`config.mk`:
```
export PLATFORM = sky130hd
export DESIGN_NAME = linepat_gen
export DESIGN_NICKNAME = d
export VERILOG_FILES = /design/src/rtl/tpg_pkg.sv /design/src/rtl/tpg_cfg.sv /design/src/rtl/tpg_vramp.sv /design/src/rtl/tpg_pixsel.sv /design/src/rtl/linepat_gen.sv
export SDC_FILE = /design/constraint.sdc
export NUM_CORES = 1
export LEC_CHECK = 0
export BUFFER_PORTS_ARGS = -buffer_cell sky130_fd_sc_hd__buf_2
export CAP_MARGIN = 20
export CORE_UTILIZATION = 40
export DETAILED_ROUTE_END_ITERATION = 12
export GPL_TIMING_DRIVEN = 0
export SLEW_MARGIN = 40
export SYNTH_ARGS = -nofsm -noshare
export SYNTH_HDL_FRONTEND = slang
export SYNTH_SLANG_ARGS = --single-unit
```
`constraint.sdc`:
```
create_clock -name clk -period 3.35 [get_ports clk]
set_input_delay 0.335 -clock clk [delete_from_list [all_inputs] [get_ports clk]]
set_output_delay 0.335 -clock clk [all_outputs]
set_load 0.02 [all_outputs]
```
`src/rtl/tpg_pkg.sv`:
```
`timescale 1ns/1ps
package tpg_pkg;

  localparam int PIX_W = 12;

  typedef enum logic [2:0] {
    PAT_OFF   = 3'd0,
    PAT_HRAMP = 3'd1,
    PAT_WHITE = 3'd2,
    PAT_GREY  = 3'd3,
    PAT_BLACK = 3'd4,
    PAT_VRAMP = 3'd5
  } pat_e;

  typedef enum logic [1:0] {
    DEP_8  = 2'd0,
    DEP_10 = 2'd1,
    DEP_12 = 2'd2
  } dep_e;

  localparam logic [15:0] FMT_MONO8  = 16'h0101;
  localparam logic [15:0] FMT_MONO10 = 16'h0102;
  localparam logic [15:0] FMT_MONO12 = 16'h0103;

  // Largest code of a depth; also the wrap mask of both ramps.
  function automatic logic [PIX_W-1:0] dep_max(input dep_e d);
    case (d)
      DEP_10:  dep_max = PIX_W'(12'h3FF);
      DEP_12:  dep_max = PIX_W'(12'hFFF);
      default: dep_max = PIX_W'(12'h0FF);
    endcase
  endfunction

  function automatic dep_e fmt_to_dep(input logic [15:0] f);
    case (f)
      FMT_MONO8:  fmt_to_dep = DEP_8;
      FMT_MONO10: fmt_to_dep = DEP_10;
      FMT_MONO12: fmt_to_dep = DEP_12;
      default:    fmt_to_dep = DEP_8;
    endcase
  endfunction

  function automatic pat_e sel_to_pat(input logic [2:0] s);
    case (s)
      3'd1:    sel_to_pat = PAT_HRAMP;
      3'd2:    sel_to_pat = PAT_WHITE;
      3'd3:    sel_to_pat = PAT_GREY;
      3'd4:    sel_to_pat = PAT_BLACK;
      3'd5:    sel_to_pat = PAT_VRAMP;
      default: sel_to_pat = PAT_OFF;
    endcase
  endfunction

endpackage

```
`src/rtl/tpg_cfg.sv`:
```
`timescale 1ns/1ps
// Decodes the raw selection and format codes and holds them per line.
module tpg_cfg
  import tpg_pkg::*;
(
  input  logic        clk,
  input  logic        rst_n,
  input  logic        load,
  input  logic [2:0]  sel_raw,
  input  logic [15:0] fmt_raw,
  output pat_e        pat_d,
  output dep_e        dep_d,
  output pat_e        pat_q,
  output dep_e        dep_q
);

  always_comb begin
    pat_d = sel_to_pat(sel_raw);
    dep_d = fmt_to_dep(fmt_raw);
  end

  always_ff @(posedge clk or negedge rst_n) begin
    if (!rst_n) begin
      pat_q <= PAT_OFF;
      dep_q <= DEP_8;
    end else if (load) begin
      pat_q <= pat_d;
      dep_q <= dep_d;
    end
  end

endmodule

```
`src/rtl/tpg_vramp.sv`:
```
`timescale 1ns/1ps
// Line-to-line level of the moving vertical ramp.
module tpg_vramp
  import tpg_pkg::*;
(
  input  logic             clk,
  input  logic             rst_n,
  input  logic             adv,
  input  logic [PIX_W-1:0] mask,
  output logic [PIX_W-1:0] start_val,
  output logic [PIX_W-1:0] line_val
);

  logic [PIX_W-1:0] nxt_q;
  logic [PIX_W-1:0] nxt_d;

  always_comb begin
    start_val = nxt_q & mask;
    nxt_d     = (start_val + PIX_W'(1)) & mask;
  end

  always_ff @(posedge clk or negedge rst_n) begin
    if (!rst_n) begin
      nxt_q    <= '0;
      line_val <= '0;
    end else if (adv) begin
      nxt_q    <= nxt_d;
      line_val <= start_val;
    end
  end

endmodule

```
`src/rtl/tpg_pixsel.sv`:
```
`timescale 1ns/1ps
// Pixel code for the current column under the active pattern.
module tpg_pixsel
  import tpg_pkg::*;
(
  input  pat_e             pat,
  input  logic [PIX_W-1:0] mask,
  input  logic [PIX_W-1:0] col_lo,
  input  logic [PIX_W-1:0] vval,
  output logic [PIX_W-1:0] pix
);

  always_comb begin
    case (pat)
      PAT_HRAMP: pix = col_lo & mask;
      PAT_WHITE: pix = mask;
      PAT_GREY:  pix = (mask >> 1) + PIX_W'(1);
      PAT_VRAMP: pix = vval;
      default:   pix = '0;
    endcase
  end

endmodule

```
`src/rtl/linepat_gen.sv`:
```
`timescale 1ns/1ps
module linepat_gen
  import tpg_pkg::*;
#(
  parameter int MAX_WIDTH = 16384,
  localparam int WW = $clog2(MAX_WIDTH + 1)
) (
  input  logic             clk,
  input  logic             rst_n,
  input  logic [2:0]       cfg_pattern,
  input  logic [15:0]      cfg_format,
  input  logic [WW-1:0]    cfg_width,
  input  logic             line_trig,
  input  logic             in_valid,
  input  logic [PIX_W-1:0] in_data,
  input  logic             in_sol,
  input  logic             in_eol,
  output logic             out_valid,
  output logic [PIX_W-1:0] out_data,
  output logic             out_sol,
  output logic             out_eol
);

  logic             start;
  logic             busy_q, busy_d;
  logic [WW-1:0]    col_q, col_d, col_use;
  logic [WW-1:0]    width_q, width_use;
  pat_e             pat_d, pat_q, pat_use;
  dep_e             dep_d, dep_q, dep_use;
  logic [PIX_W-1:0] mask, vstart, vline, vval, col_lo, pix;
  logic             gen, last;
  logic             ov_d, os_d, oe_d;
  logic [PIX_W-1:0] od_d;

  // Accept a line only between generated lines and with a nonzero width.
  assign start = line_trig & ~busy_q & (cfg_width != '0);

  tpg_cfg u_cfg (
    .clk     (clk),
    .rst_n   (rst_n),
    .load    (start),
    .sel_raw (cfg_pattern),
    .fmt_raw (cfg_format),
    .pat_d   (pat_d),
    .dep_d   (dep_d),
    .pat_q   (pat_q),
    .dep_q   (dep_q)
  );

  // On the accepting edge the freshly decoded settings drive pixel 0.
  always_comb begin
    pat_use   = start ? pat_d : pat_q;
    dep_use   = start ? dep_d : dep_q;
    width_use = start ? cfg_width : width_q;
    col_use   = start ? '0 : col_q;
    mask      = dep_max(dep_use);
    gen       = start ? (pat_d != PAT_OFF) : busy_q;
    last      = (col_use == width_use - WW'(1));
  end

  tpg_vramp u_vramp (
    .clk       (clk),
    .rst_n     (rst_n),
    .adv       (start && (pat_d == PAT_VRAMP)),
    .mask      (mask),
    .start_val (vstart),
    .line_val  (vline)
  );

  assign vval = start ? vstart : vline;

  generate
    if (WW >= PIX_W) begin : g_col_trunc
      assign col_lo = col_use[PIX_W-1:0];
    end else begin : g_col_ext
      assign col_lo = {{(PIX_W - WW){1'b0}}, col_use};
    end
  endgenerate

  tpg_pixsel u_pixsel (
    .pat    (pat_use),
    .mask   (mask),
    .col_lo (col_lo),
    .vval   (vval),
    .pix    (pix)
  );

  // Next state: generate, forward live data, or stay quiet.
  always_comb begin
    busy_d = busy_q;
    col_d  = col_q;
    ov_d   = 1'b0;
    od_d   = '0;
    os_d   = 1'b0;
    oe_d   = 1'b0;
    if (gen) begin
      ov_d   = 1'b1;
      od_d   = pix;
      os_d   = (col_use == '0);
      oe_d   = last;
      busy_d = ~last;
      col_d  = col_use + WW'(1);
    end else if (pat_use == PAT_OFF) begin
      ov_d = in_valid;
      od_d = in_data;
      os_d = in_sol;
      oe_d = in_eol;
    end
  end

  always_ff @(posedge clk or negedge rst_n) begin
    if (!rst_n) begin
      busy_q <= 1'b0;
    end else begin
      busy_q <= busy_d;
    end
  end

  always_ff @(posedge clk or negedge rst_n) begin
    if (!rst_n) begin
      col_q <= '0;
    end else if (gen) begin
      col_q <= col_d;
    end
  end

  always_ff @(posedge clk or negedge rst_n) begin
    if (!rst_n) begin
      width_q <= '0;
    end else if (start) begin
      width_q <= cfg_width;
    end
  end

  always_ff @(posedge clk or negedge rst_n) begin
    if (!rst_n) begin
      out_valid <= 1'b0;
      out_data  <= '0;
      out_sol   <= 1'b0;
      out_eol   <= 1'b0;
    end else begin
      out_valid <= ov_d;
      out_data  <= od_d;
      out_sol   <= os_d;
      out_eol   <= oe_d;
    end
  end

endmodule

```
==> results of run 1 <==
## stage by stage
step                      setup WS [ns]  cells
final                             0.177    789
after global routing            0.00666    789
after CTS                        0.0406    789
after detailed placement          -1.21    770
after global placement            -1.18    769
after floorplan                  0.0110    560
## worst max-delay path: stages
cell and delay (ns):
sky130_fd_sc_hd__buf_2 0.16, sky130_fd_sc_hd__nor4_4 0.33, sky130_fd_sc_hd__nand4_1 0.22, sky130_fd_sc_hd__nand2_4 0.22, sky130_fd_sc_hd__buf_6 0.19, sky130_fd_sc_hd__buf_6 0.18, sky130_fd_sc_hd__mux2i_2 0.25, sky130_fd_sc_hd__ha_2 0.25
sky130_fd_sc_hd__o211ai_1 0.16, sky130_fd_sc_hd__a221oi_2 0.30, sky130_fd_sc_hd__mux2i_1 0.14, sky130_fd_sc_hd__o2bb2ai_2 0.19, sky130_fd_sc_hd__o21ai_1 0.13, sky130_fd_sc_hd__o31a_1 0.32
## worst paths after layout
path	to	slack, ns
max reg2reg	busy_q$_DFFE_PN0N_	0.20
max	busy_q$_DFFE_PN0N_	0.18
min	out_valid$_DFF_PN0_	0.19
max in group asynchronous	width_q[11]$_DFF_PN0_	2.39
min reg2reg	u_vramp.line_val[3]$_DFFE_PN0P_	0.48
min in group asynchronous	out_data[9]$_DFF_PN0_	0.43
## metal layers
metal,routed length (um),GRT usage,up-vias,share of wire
met5,0,0,-,0
met4,329,0.112,0,0.024
met3,872,0.0406,31,0.064
met2,6080,0.360,202,0.45
met1,6340,0.333,2125,0.47
li1,-,-,2159,-
## cells in the final DEF (no fill, tap or decap), types with 3 or more instances in the layout
master	count
sky130_fd_sc_hd__xor2_1	11
sky130_fd_sc_hd__inv_1	11
sky130_fd_sc_hd__a22o_1	3
sky130_fd_sc_hd__a221oi_2	3
sky130_fd_sc_hd__buf_4	7
sky130_fd_sc_hd__nor2b_1	3
sky130_fd_sc_hd__o21ai_0	34
sky130_fd_sc_hd__mux2i_1	14
sky130_fd_sc_hd__o21ai_1	13
sky130_fd_sc_hd__xnor2_1	22
sky130_fd_sc_hd__a21boi_0	3
sky130_fd_sc_hd__nor3_1	11
sky130_fd_sc_hd__nand4_1	14
sky130_fd_sc_hd__nand2b_1	9
sky130_fd_sc_hd__dfrtp_1	75
sky130_fd_sc_hd__a21oi_1	28
sky130_fd_sc_hd__a31oi_1	3
sky130_fd_sc_hd__or3_1	4
sky130_fd_sc_hd__buf_2	69
sky130_fd_sc_hd__a211oi_1	5
sky130_fd_sc_hd__nor4_1	12
sky130_fd_sc_hd__ha_1	5
sky130_fd_sc_hd__nor2_1	23
sky130_fd_sc_hd__nand3_1	29
sky130_fd_sc_hd__buf_1	3
sky130_fd_sc_hd__clkbuf_1	18
sky130_fd_sc_hd__clkbuf_16	9
sky130_fd_sc_hd__or4_1	3
sky130_fd_sc_hd__nand2_1	125
sky130_fd_sc_hd__and3_1	3
sky130_fd_sc_hd__o22ai_1	3
sky130_fd_sc_hd__buf_6	3
## cells by family after synthesis
family,share of synthesized area
multiplexers,0.0394
XOR/XNOR,0.0619
AO/OA/AOI/OAI,0.164
adder cells (fa/ha/maj),0.0188
flip-flops,0.402
AND/OR/NAND/NOR,0.275
buffers and inverters,0.0386
## registers in the layout, indices dropped and copies added (netlist names)
signal            count
width_q              15
out_sol               1
out_data             12
u_cfg.pat_q           3
u_vramp.nxt_q        12
out_eol               1
u_cfg.dep_q           2
u_vramp.line_val     12
col_q                15
busy_q                1
out_valid             1
## cell type report
type                    instances  area [sq um]  share of cell area
clock inverters                 6          90.1              0.0159
clock buffers                   9           225              0.0397
plain buffers                  30           156              0.0276
flip-flops and latches         75          1880               0.331
inverters                      12          45.0             0.00793
well taps                     143           179              0.0315
multi-input cells             440          2690               0.473
repair buffers                 74           419              0.0738
## timing repair
action / 4_1_cts / 5_1_grt
endpoints found under the hold margin: 30 / 0
endpoints found under the setup margin: 19 / 7
pin swaps: 3 / 3
gates resized for setup: 22 / 3
cloned: 0 / 0
setup buffers: 3 / 3
hold buffers: 1 / 0
## where the power goes
| part | internal [W] | switching, W | leakage [nW] | total [W] |
|---|---|---|---|---|
| registers | 0.00113 | 0.000223 | 0.991 | 0.00136 |
| clock network | 0.000651 | 0.000404 | 0.152 | 0.00105 |
| logic | 0.000784 | 0.00124 | 1.32 | 0.00203 |
==> report_table.html, run 1 <==
<table>
<tr><th>Metric</th><th>Value</th></tr>
<tr><th colspan="2">Floorplan</th></tr>
<tr><td>Die Outline Area</td><td>12100 sq um</td></tr>
<tr><td>Core Region</td><td>11400 sq um</td></tr>
<tr><td>Std-Cell Rows</td><td>39</td></tr>
<tr><td>Effective utilization at floorplan</td><td>0.409</td></tr>
<tr><td>Vertical extent of the die</td><td>110 um</td></tr>
<tr><td>Die X</td><td>110 um</td></tr>
<tr><td>Total I/O pin count</td><td>67</td></tr>
<tr><th colspan="2">Synth</th></tr>
<tr><td>Number of enable flip-flop cells after synthesis</td><td>0</td></tr>
<tr><td>Synthesized net count</td><td>619</td></tr>
<tr><td>Cell type with the highest aggregate area in the netlist</td><td>sky130_fd_sc_hd__dfrtp_1</td></tr>
<tr><td>Share of async-settable or async-resettable flops after synthesis</td><td>1.00</td></tr>
<tr><td>Area share of the leading cell type in the synthesized netlist</td><td>0.402</td></tr>
<tr><td>Sequential element share of the synthesized area</td><td>0.402</td></tr>
<tr><td>Syn avg cell area</td><td>8.34 sq um</td></tr>
<tr><td>Most frequent cells after synthesis</td><td>125 x sky130_fd_sc_hd__nand2_1, 75 x sky130_fd_sc_hd__dfrtp_1, 34 x sky130_fd_sc_hd__o21ai_0</td></tr>
<tr><td>Most repeated cell in the gate-level netlist after synthesis</td><td>sky130_fd_sc_hd__nand2_1</td></tr>
<tr><td>Main synth FF type</td><td>sky130_fd_sc_hd__dfrtp_1</td></tr>
<tr><td>Mapped Area</td><td>4670 sq um</td></tr>
<tr><td>Number of flip-flops and latches in the synthesized netlist</td><td>75</td></tr>
<tr><td>Cells taking the most area after synthesis</td><td>sky130_fd_sc_hd__dfrtp_1 40%, sky130_fd_sc_hd__nand2_1 10%, sky130_fd_sc_hd__xnor2_1 4.1%</td></tr>
<tr><td>Total number of yosys warnings</td><td>0</td></tr>
<tr><td>Number of distinct standard cells referenced by the synthesized netlist</td><td>67</td></tr>
<tr><td>Cell count after synthesis</td><td>560</td></tr>
<tr><th colspan="2">Routing</th></tr>
<tr><td>Via count of the routed design</td><td>4517</td></tr>
<tr><td>Via density per instance</td><td>5.72</td></tr>
<tr><td>Wirelength, routed</td><td>13.6 mm</td></tr>
<tr><td>Number of search-and-repair iterations in the first detailed-routing pass</td><td>5</td></tr>
<tr><td>DR DRC count</td><td>0</td></tr>
<tr><td>Drt wl/cell</td><td>17.3 um</td></tr>
<tr><td>DRT antenna net count</td><td>0</td></tr>
<tr><td>Initial DRC Count</td><td>389</td></tr>
<tr><th colspan="2">Power</th></tr>
<tr><td>Power density cells</td><td>782 nW/um^2</td></tr>
<tr><td>Total power draw</td><td>0.00444 W</td></tr>
<tr><td>Leak pwr</td><td>2.47 nW</td></tr>
<tr><td>Peak supply drop</td><td>0.510 mV</td></tr>
<tr><th colspan="2">Setup path</th></tr>
<tr><td>Critical path origin</td><td>cfg_width[11]</td></tr>
<tr><td>Critical path endpoint category</td><td>flip-flop</td></tr>
<tr><td>Cells on worst reg2reg path</td><td>13</td></tr>
<tr><td>Category of the worst setup path launch point</td><td>primary input</td></tr>
<tr><td>Worst path arrival time</td><td>3.39 ns</td></tr>
<tr><td>Maximum fanout along the worst path</td><td>11</td></tr>
<tr><td>Critical Setup Path Class</td><td>primary input to flip-flop</td></tr>
<tr><td>Required arrival time at the worst endpoint</td><td>3.56 ns</td></tr>
<tr><td>Worst R2R Start</td><td>busy_q$_DFFE_PN0N_</td></tr>
<tr><th colspan="2">Place</th></tr>
<tr><td>Number of input and output port buffers inserted</td><td>66</td></tr>
<tr><td>Placement Cell Area</td><td>5220 sq um</td></tr>
<tr><td>Detailed placement HPWL</td><td>10.0 mm</td></tr>
<tr><td>Placer congestion estimate</td><td>0.883</td></tr>
<tr><th colspan="2">Finish</th></tr>
<tr><td>Number of nets in the final layout</td><td>701</td></tr>
<tr><td>Ant. Diodes</td><td>0</td></tr>
<tr><td>Proportion of layout cells with a drive suffix above 1</td><td>0.195</td></tr>
<tr><td>Fin util</td><td>0.497</td></tr>
<tr><td>Number of filler instances in the final layout</td><td>1114</td></tr>
<tr><td>Design Area, Final</td><td>5680 sq um</td></tr>
<tr><td>Area grow syn2layout</td><td>21.6%</td></tr>
<tr><th colspan="2">Clocking</th></tr>
<tr><td>Clock H-tree levels</td><td>3</td></tr>
<tr><td>CTS tree</td><td>done</td></tr>
<tr><td>Clock transition at path regs</td><td>0.06 ns</td></tr>
<tr><td>Clock Path Buffers</td><td>2</td></tr>
<tr><td>Clock sink total</td><td>75</td></tr>
<tr><td>CTS root buf</td><td>sky130_fd_sc_hd__clkbuf_16</td></tr>
<tr><td>Clock buffers created by TritonCTS</td><td>9</td></tr>
<tr><td>Clock insertion delay at the later pin of the skew report</td><td>0.34 ns</td></tr>
<tr><th colspan="2">Hold path</th></tr>
<tr><td>Worst min-delay path class</td><td>primary input to flip-flop</td></tr>
<tr><td>Worst hold path startpoint</td><td>in_valid</td></tr>
<tr><td>Hold-critical path depth</td><td>3</td></tr>
<tr><th colspan="2">Timing</th></tr>
<tr><td>Setup repair after global routing missed its margin</td><td>no</td></tr>
<tr><td>Final hold violation count</td><td>0</td></tr>
<tr><td>Crit path time final</td><td>3.17 ns</td></tr>
<tr><td>Final period utilization</td><td>0.947</td></tr>
<tr><td>Aggregate negative setup slack</td><td>0 ns</td></tr>
<tr><td>Final clock skew</td><td>0.0139 ns</td></tr>
<tr><td>Transition time of the tightest slew-check pin</td><td>0.656 ns</td></tr>
<tr><td>Endpoints failing setup</td><td>0</td></tr>
<tr><td>Tightest slew margin relative to the limit</td><td>0.563</td></tr>
<tr><td>Final worst hold slack</td><td>0.194 ns</td></tr>
<tr><td>Top achievable clock speed</td><td>0.315 GHz</td></tr>
<tr><td>Max-slew violation count</td><td>0</td></tr>
<tr><th colspan="2">Global routing</th></tr>
<tr><td>Global route overflow</td><td>0</td></tr>
<tr><td>Pin count of the biggest net entering global routing</td><td>46</td></tr>
<tr><td>Antenna violations before repair</td><td>0</td></tr>
<tr><td>Tot GR Track Use</td><td>0.239</td></tr>
<tr><td>Global-route wire length before repair</td><td>21.7 mm</td></tr>
<tr><td>Vias in the first global route</td><td>4254</td></tr>
<tr><th colspan="2">Job</th></tr>
<tr><td>Number of max-cap violations</td><td>0</td></tr>
<tr><th colspan="2">Status</th></tr>
<tr><td>Result of the run</td><td>completed</td></tr>
</table>
Power figures use the tool's default switching activity.
==> inputs of run 2 (changes only) <==
--- a/config.mk
+++ b/config.mk
@@ -7,7 +7,7 @@
 export LEC_CHECK = 0
 export BUFFER_PORTS_ARGS = -buffer_cell sky130_fd_sc_hd__buf_2
 export CAP_MARGIN = 20
-export CORE_UTILIZATION = 40
+export CORE_UTILIZATION = 30
 export DETAILED_ROUTE_END_ITERATION = 12
 export GPL_TIMING_DRIVEN = 0
 export SLEW_MARGIN = 40
==> report_table.html, run 2 (same netlist as run 1, synthesis figures left out) <==
<table>
<tr><th>Metric</th><th>Value</th></tr>
<tr><th colspan="2">Place</th></tr>
<tr><td>Placement Cell Area</td><td>5270 sq um</td></tr>
<tr><td>Number of input and output port buffers inserted</td><td>66</td></tr>
<tr><td>DP Cell Count</td><td>815</td></tr>
<tr><td>Detailed placement HPWL</td><td>9.99 mm</td></tr>
<tr><td>Placer congestion estimate</td><td>0.895</td></tr>
<tr><th colspan="2">Clocking</th></tr>
<tr><td>CTS tree</td><td>done</td></tr>
<tr><td>CTS root buf</td><td>sky130_fd_sc_hd__clkbuf_16</td></tr>
<tr><td>Clock buffers created by TritonCTS</td><td>9</td></tr>
<tr><td>Clock sink total</td><td>75</td></tr>
<tr><td>Clock transition at path regs</td><td>0.06 ns</td></tr>
<tr><td>Clock Path Buffers</td><td>2</td></tr>
<tr><td>Clock insertion delay at the later pin of the skew report</td><td>0.35 ns</td></tr>
<tr><td>Clock H-tree levels</td><td>3</td></tr>
<tr><th colspan="2">Setup path</th></tr>
<tr><td>Category of the worst setup path launch point</td><td>flip-flop</td></tr>
<tr><td>Critical path endpoint category</td><td>flip-flop</td></tr>
<tr><td>Maximum fanout along the worst path</td><td>10</td></tr>
<tr><td>Worst path arrival time</td><td>3.38 ns</td></tr>
<tr><td>Required arrival time at the worst endpoint</td><td>3.56 ns</td></tr>
<tr><td>Critical Setup Path Class</td><td>flip-flop to flip-flop</td></tr>
<tr><th colspan="2">Routing</th></tr>
<tr><td>Wirelength, routed</td><td>13.6 mm</td></tr>
<tr><td>Initial DRC Count</td><td>371</td></tr>
<tr><td>DRT antenna net count</td><td>0</td></tr>
<tr><td>Via density per instance</td><td>5.23</td></tr>
<tr><td>Drt wl/cell</td><td>16.3 um</td></tr>
<tr><td>DR DRC count</td><td>0</td></tr>
<tr><td>Number of search-and-repair iterations in the first detailed-routing pass</td><td>5</td></tr>
<tr><td>Via count of the routed design</td><td>4369</td></tr>
<tr><th colspan="2">Timing</th></tr>
<tr><td>Endpoints failing setup</td><td>0</td></tr>
<tr><td>Max-slew violation count</td><td>0</td></tr>
<tr><td>Aggregate negative setup slack</td><td>0 ns</td></tr>
<tr><td>Final hold violation count</td><td>0</td></tr>
<tr><td>Final period utilization</td><td>0.946</td></tr>
<tr><td>Top achievable clock speed</td><td>0.316 GHz</td></tr>
<tr><td>Crit path time final</td><td>3.17 ns</td></tr>
<tr><td>Setup repair after global routing missed its margin</td><td>no</td></tr>
<tr><td>Final clock skew</td><td>0.00863 ns</td></tr>
<tr><td>Tightest slew margin relative to the limit</td><td>0.562</td></tr>
<tr><td>Transition time of the tightest slew-check pin</td><td>0.656 ns</td></tr>
<tr><th colspan="2">Global routing</th></tr>
<tr><td>Tot GR Track Use</td><td>0.174</td></tr>
<tr><td>Pin count of the biggest net entering global routing</td><td>40</td></tr>
<tr><td>Antenna violations before repair</td><td>0</td></tr>
<tr><td>Vias in the first global route</td><td>4061</td></tr>
<tr><td>Global-route wire length before repair</td><td>21.7 mm</td></tr>
<tr><td>Global route overflow</td><td>0</td></tr>
<tr><th colspan="2">Floorplan</th></tr>
<tr><td>Std-Cell Rows</td><td>45</td></tr>
<tr><td>Total I/O pin count</td><td>67</td></tr>
<tr><td>Vertical extent of the die</td><td>127 um</td></tr>
<tr><td>Core Region</td><td>15200 sq um</td></tr>
<tr><td>Die Outline Area</td><td>16100 sq um</td></tr>
<tr><td>Effective utilization at floorplan</td><td>0.307</td></tr>
<tr><td>Die X</td><td>127 um</td></tr>
<tr><th colspan="2">Finish</th></tr>
<tr><td>Area grow syn2layout</td><td>22.0%</td></tr>
<tr><td>Most frequent cells in the layout</td><td>125 x sky130_fd_sc_hd__nand2_1, 75 x sky130_fd_sc_hd__dfrtp_1, 69 x sky130_fd_sc_hd__buf_2</td></tr>
<tr><td>Fin util</td><td>0.375</td></tr>
<tr><td>Proportion of layout cells with a drive suffix above 1</td><td>0.196</td></tr>
<tr><td>Number of filler instances in the final layout</td><td>1554</td></tr>
<tr><td>Number of nets in the final layout</td><td>701</td></tr>
<tr><td>Registers with the most flip-flops</td><td>col_q x15, width_q x15</td></tr>
<tr><td>Ant. Diodes</td><td>0</td></tr>
<tr><td>Design Area, Final</td><td>5690 sq um</td></tr>
<tr><td>Most common cell after layout, fill and taps aside</td><td>sky130_fd_sc_hd__nand2_1</td></tr>
<tr><td>Non-filler instance count after layout</td><td>835</td></tr>
<tr><th colspan="2">Job</th></tr>
<tr><td>Number of max-cap violations</td><td>0</td></tr>
<tr><th colspan="2">Power</th></tr>
<tr><td>Leak pwr</td><td>2.44 nW</td></tr>
<tr><td>Peak supply drop</td><td>0.280 mV</td></tr>
<tr><td>Total power draw</td><td>0.00430 W</td></tr>
<tr><td>Power density cells</td><td>756 nW/um^2</td></tr>
<tr><th colspan="2">Status</th></tr>
<tr><td>Result of the run</td><td>completed</td></tr>
<tr><th colspan="2">Hold path</th></tr>
<tr><td>Worst min-delay path class</td><td>primary input to flip-flop</td></tr>
</table>
run 2: routing by layer:
metal	wire length, um	GRT usage	vias to the layer above	share of wire
li1	-	-	2150	-
met2	6330	0.277	140	0.46
met5	0	0	-	0
met1	6340	0.238	2063	0.46
met3	760	0.0325	16	0.056
met4	206	0.0560	0	0.015
run 2: final timing paths:
kind	from	cells after the start	slack, ns	to
setup / recovery	busy_q$_DFFE_PN0N_	16	0.18	out_data[10]$_DFF_PN0_
setup reg to reg	busy_q$_DFFE_PN0N_	16	0.18	out_data[10]$_DFF_PN0_
max in group asynchronous	rst_n	3	2.38	width_q[11]$_DFF_PN0_
min in group asynchronous	rst_n	2	0.44	out_data[4]$_DFF_PN0_
hold reg to reg	u_vramp.line_val[6]$_DFFE_PN0P_	2	0.48	u_vramp.line_val[6]$_DFFE_PN0P_
hold / removal	in_valid	3	0.19	out_valid$_DFF_PN0_
run 2: metrics by stage:
step                      hold WS, ns  setup slack [ns]
final                           0.187             0.182
after global placement          0.459             -1.23
after detailed placement        0.251             -1.17
after CTS                       0.187            0.0331
after floorplan                0.0394            0.0110
after global routing            0.195            0.0191
run 2: area by class of cell:
type                            count  area (sq um)  share of cell area
Buffer                             32           175              0.0308
Timing Repair Buffer               72           397              0.0697
Multi-Input combinational cell    440          2690               0.472
Clock inverter                      7          51.3             0.00901
Tap cell                          188           235              0.0413
Clock buffer                        9           225              0.0396
Inverter                           12          45.0             0.00791
Sequential cell                    75          1880               0.330
run 2: power by group:
group	switching (W)	total, W	internal [W]
sequential	0.000215	0.00135	0.00113
combinational	0.00126	0.00204	0.000785
clock	0.000408	0.000912	0.000505
total	0.00188	0.00430	0.00242
run 2: repair_timing:
item                       in CTS  in global routing
hold buffers                    1                  0
setup endpoints to repair      19                  7
pin swaps                       2                  3
buffers inserted                3                  1
resized for setup              19                  9
hold endpoints to repair       36                  0
run 2: critical path, stage by stage, from the launching register on:
cell and delay, ns:
sky130_fd_sc_hd__dfrtp_1 0.35, sky130_fd_sc_hd__buf_2 0.19, sky130_fd_sc_hd__nand2b_1 0.16, sky130_fd_sc_hd__buf_2 0.18, sky130_fd_sc_hd__nor2_4 0.21, sky130_fd_sc_hd__buf_8 0.18, sky130_fd_sc_hd__clkbuf_8 0.20, sky130_fd_sc_hd__clkbuf_8 0.20
sky130_fd_sc_hd__nand2_1 0.06, sky130_fd_sc_hd__nand2_1 0.12, sky130_fd_sc_hd__inv_1 0.06, sky130_fd_sc_hd__ha_2 0.32, sky130_fd_sc_hd__inv_1 0.12, sky130_fd_sc_hd__a21boi_2 0.08, sky130_fd_sc_hd__a221o_1 0.28, sky130_fd_sc_hd__a32oi_2 0.21
sky130_fd_sc_hd__o21ai_0 0.11
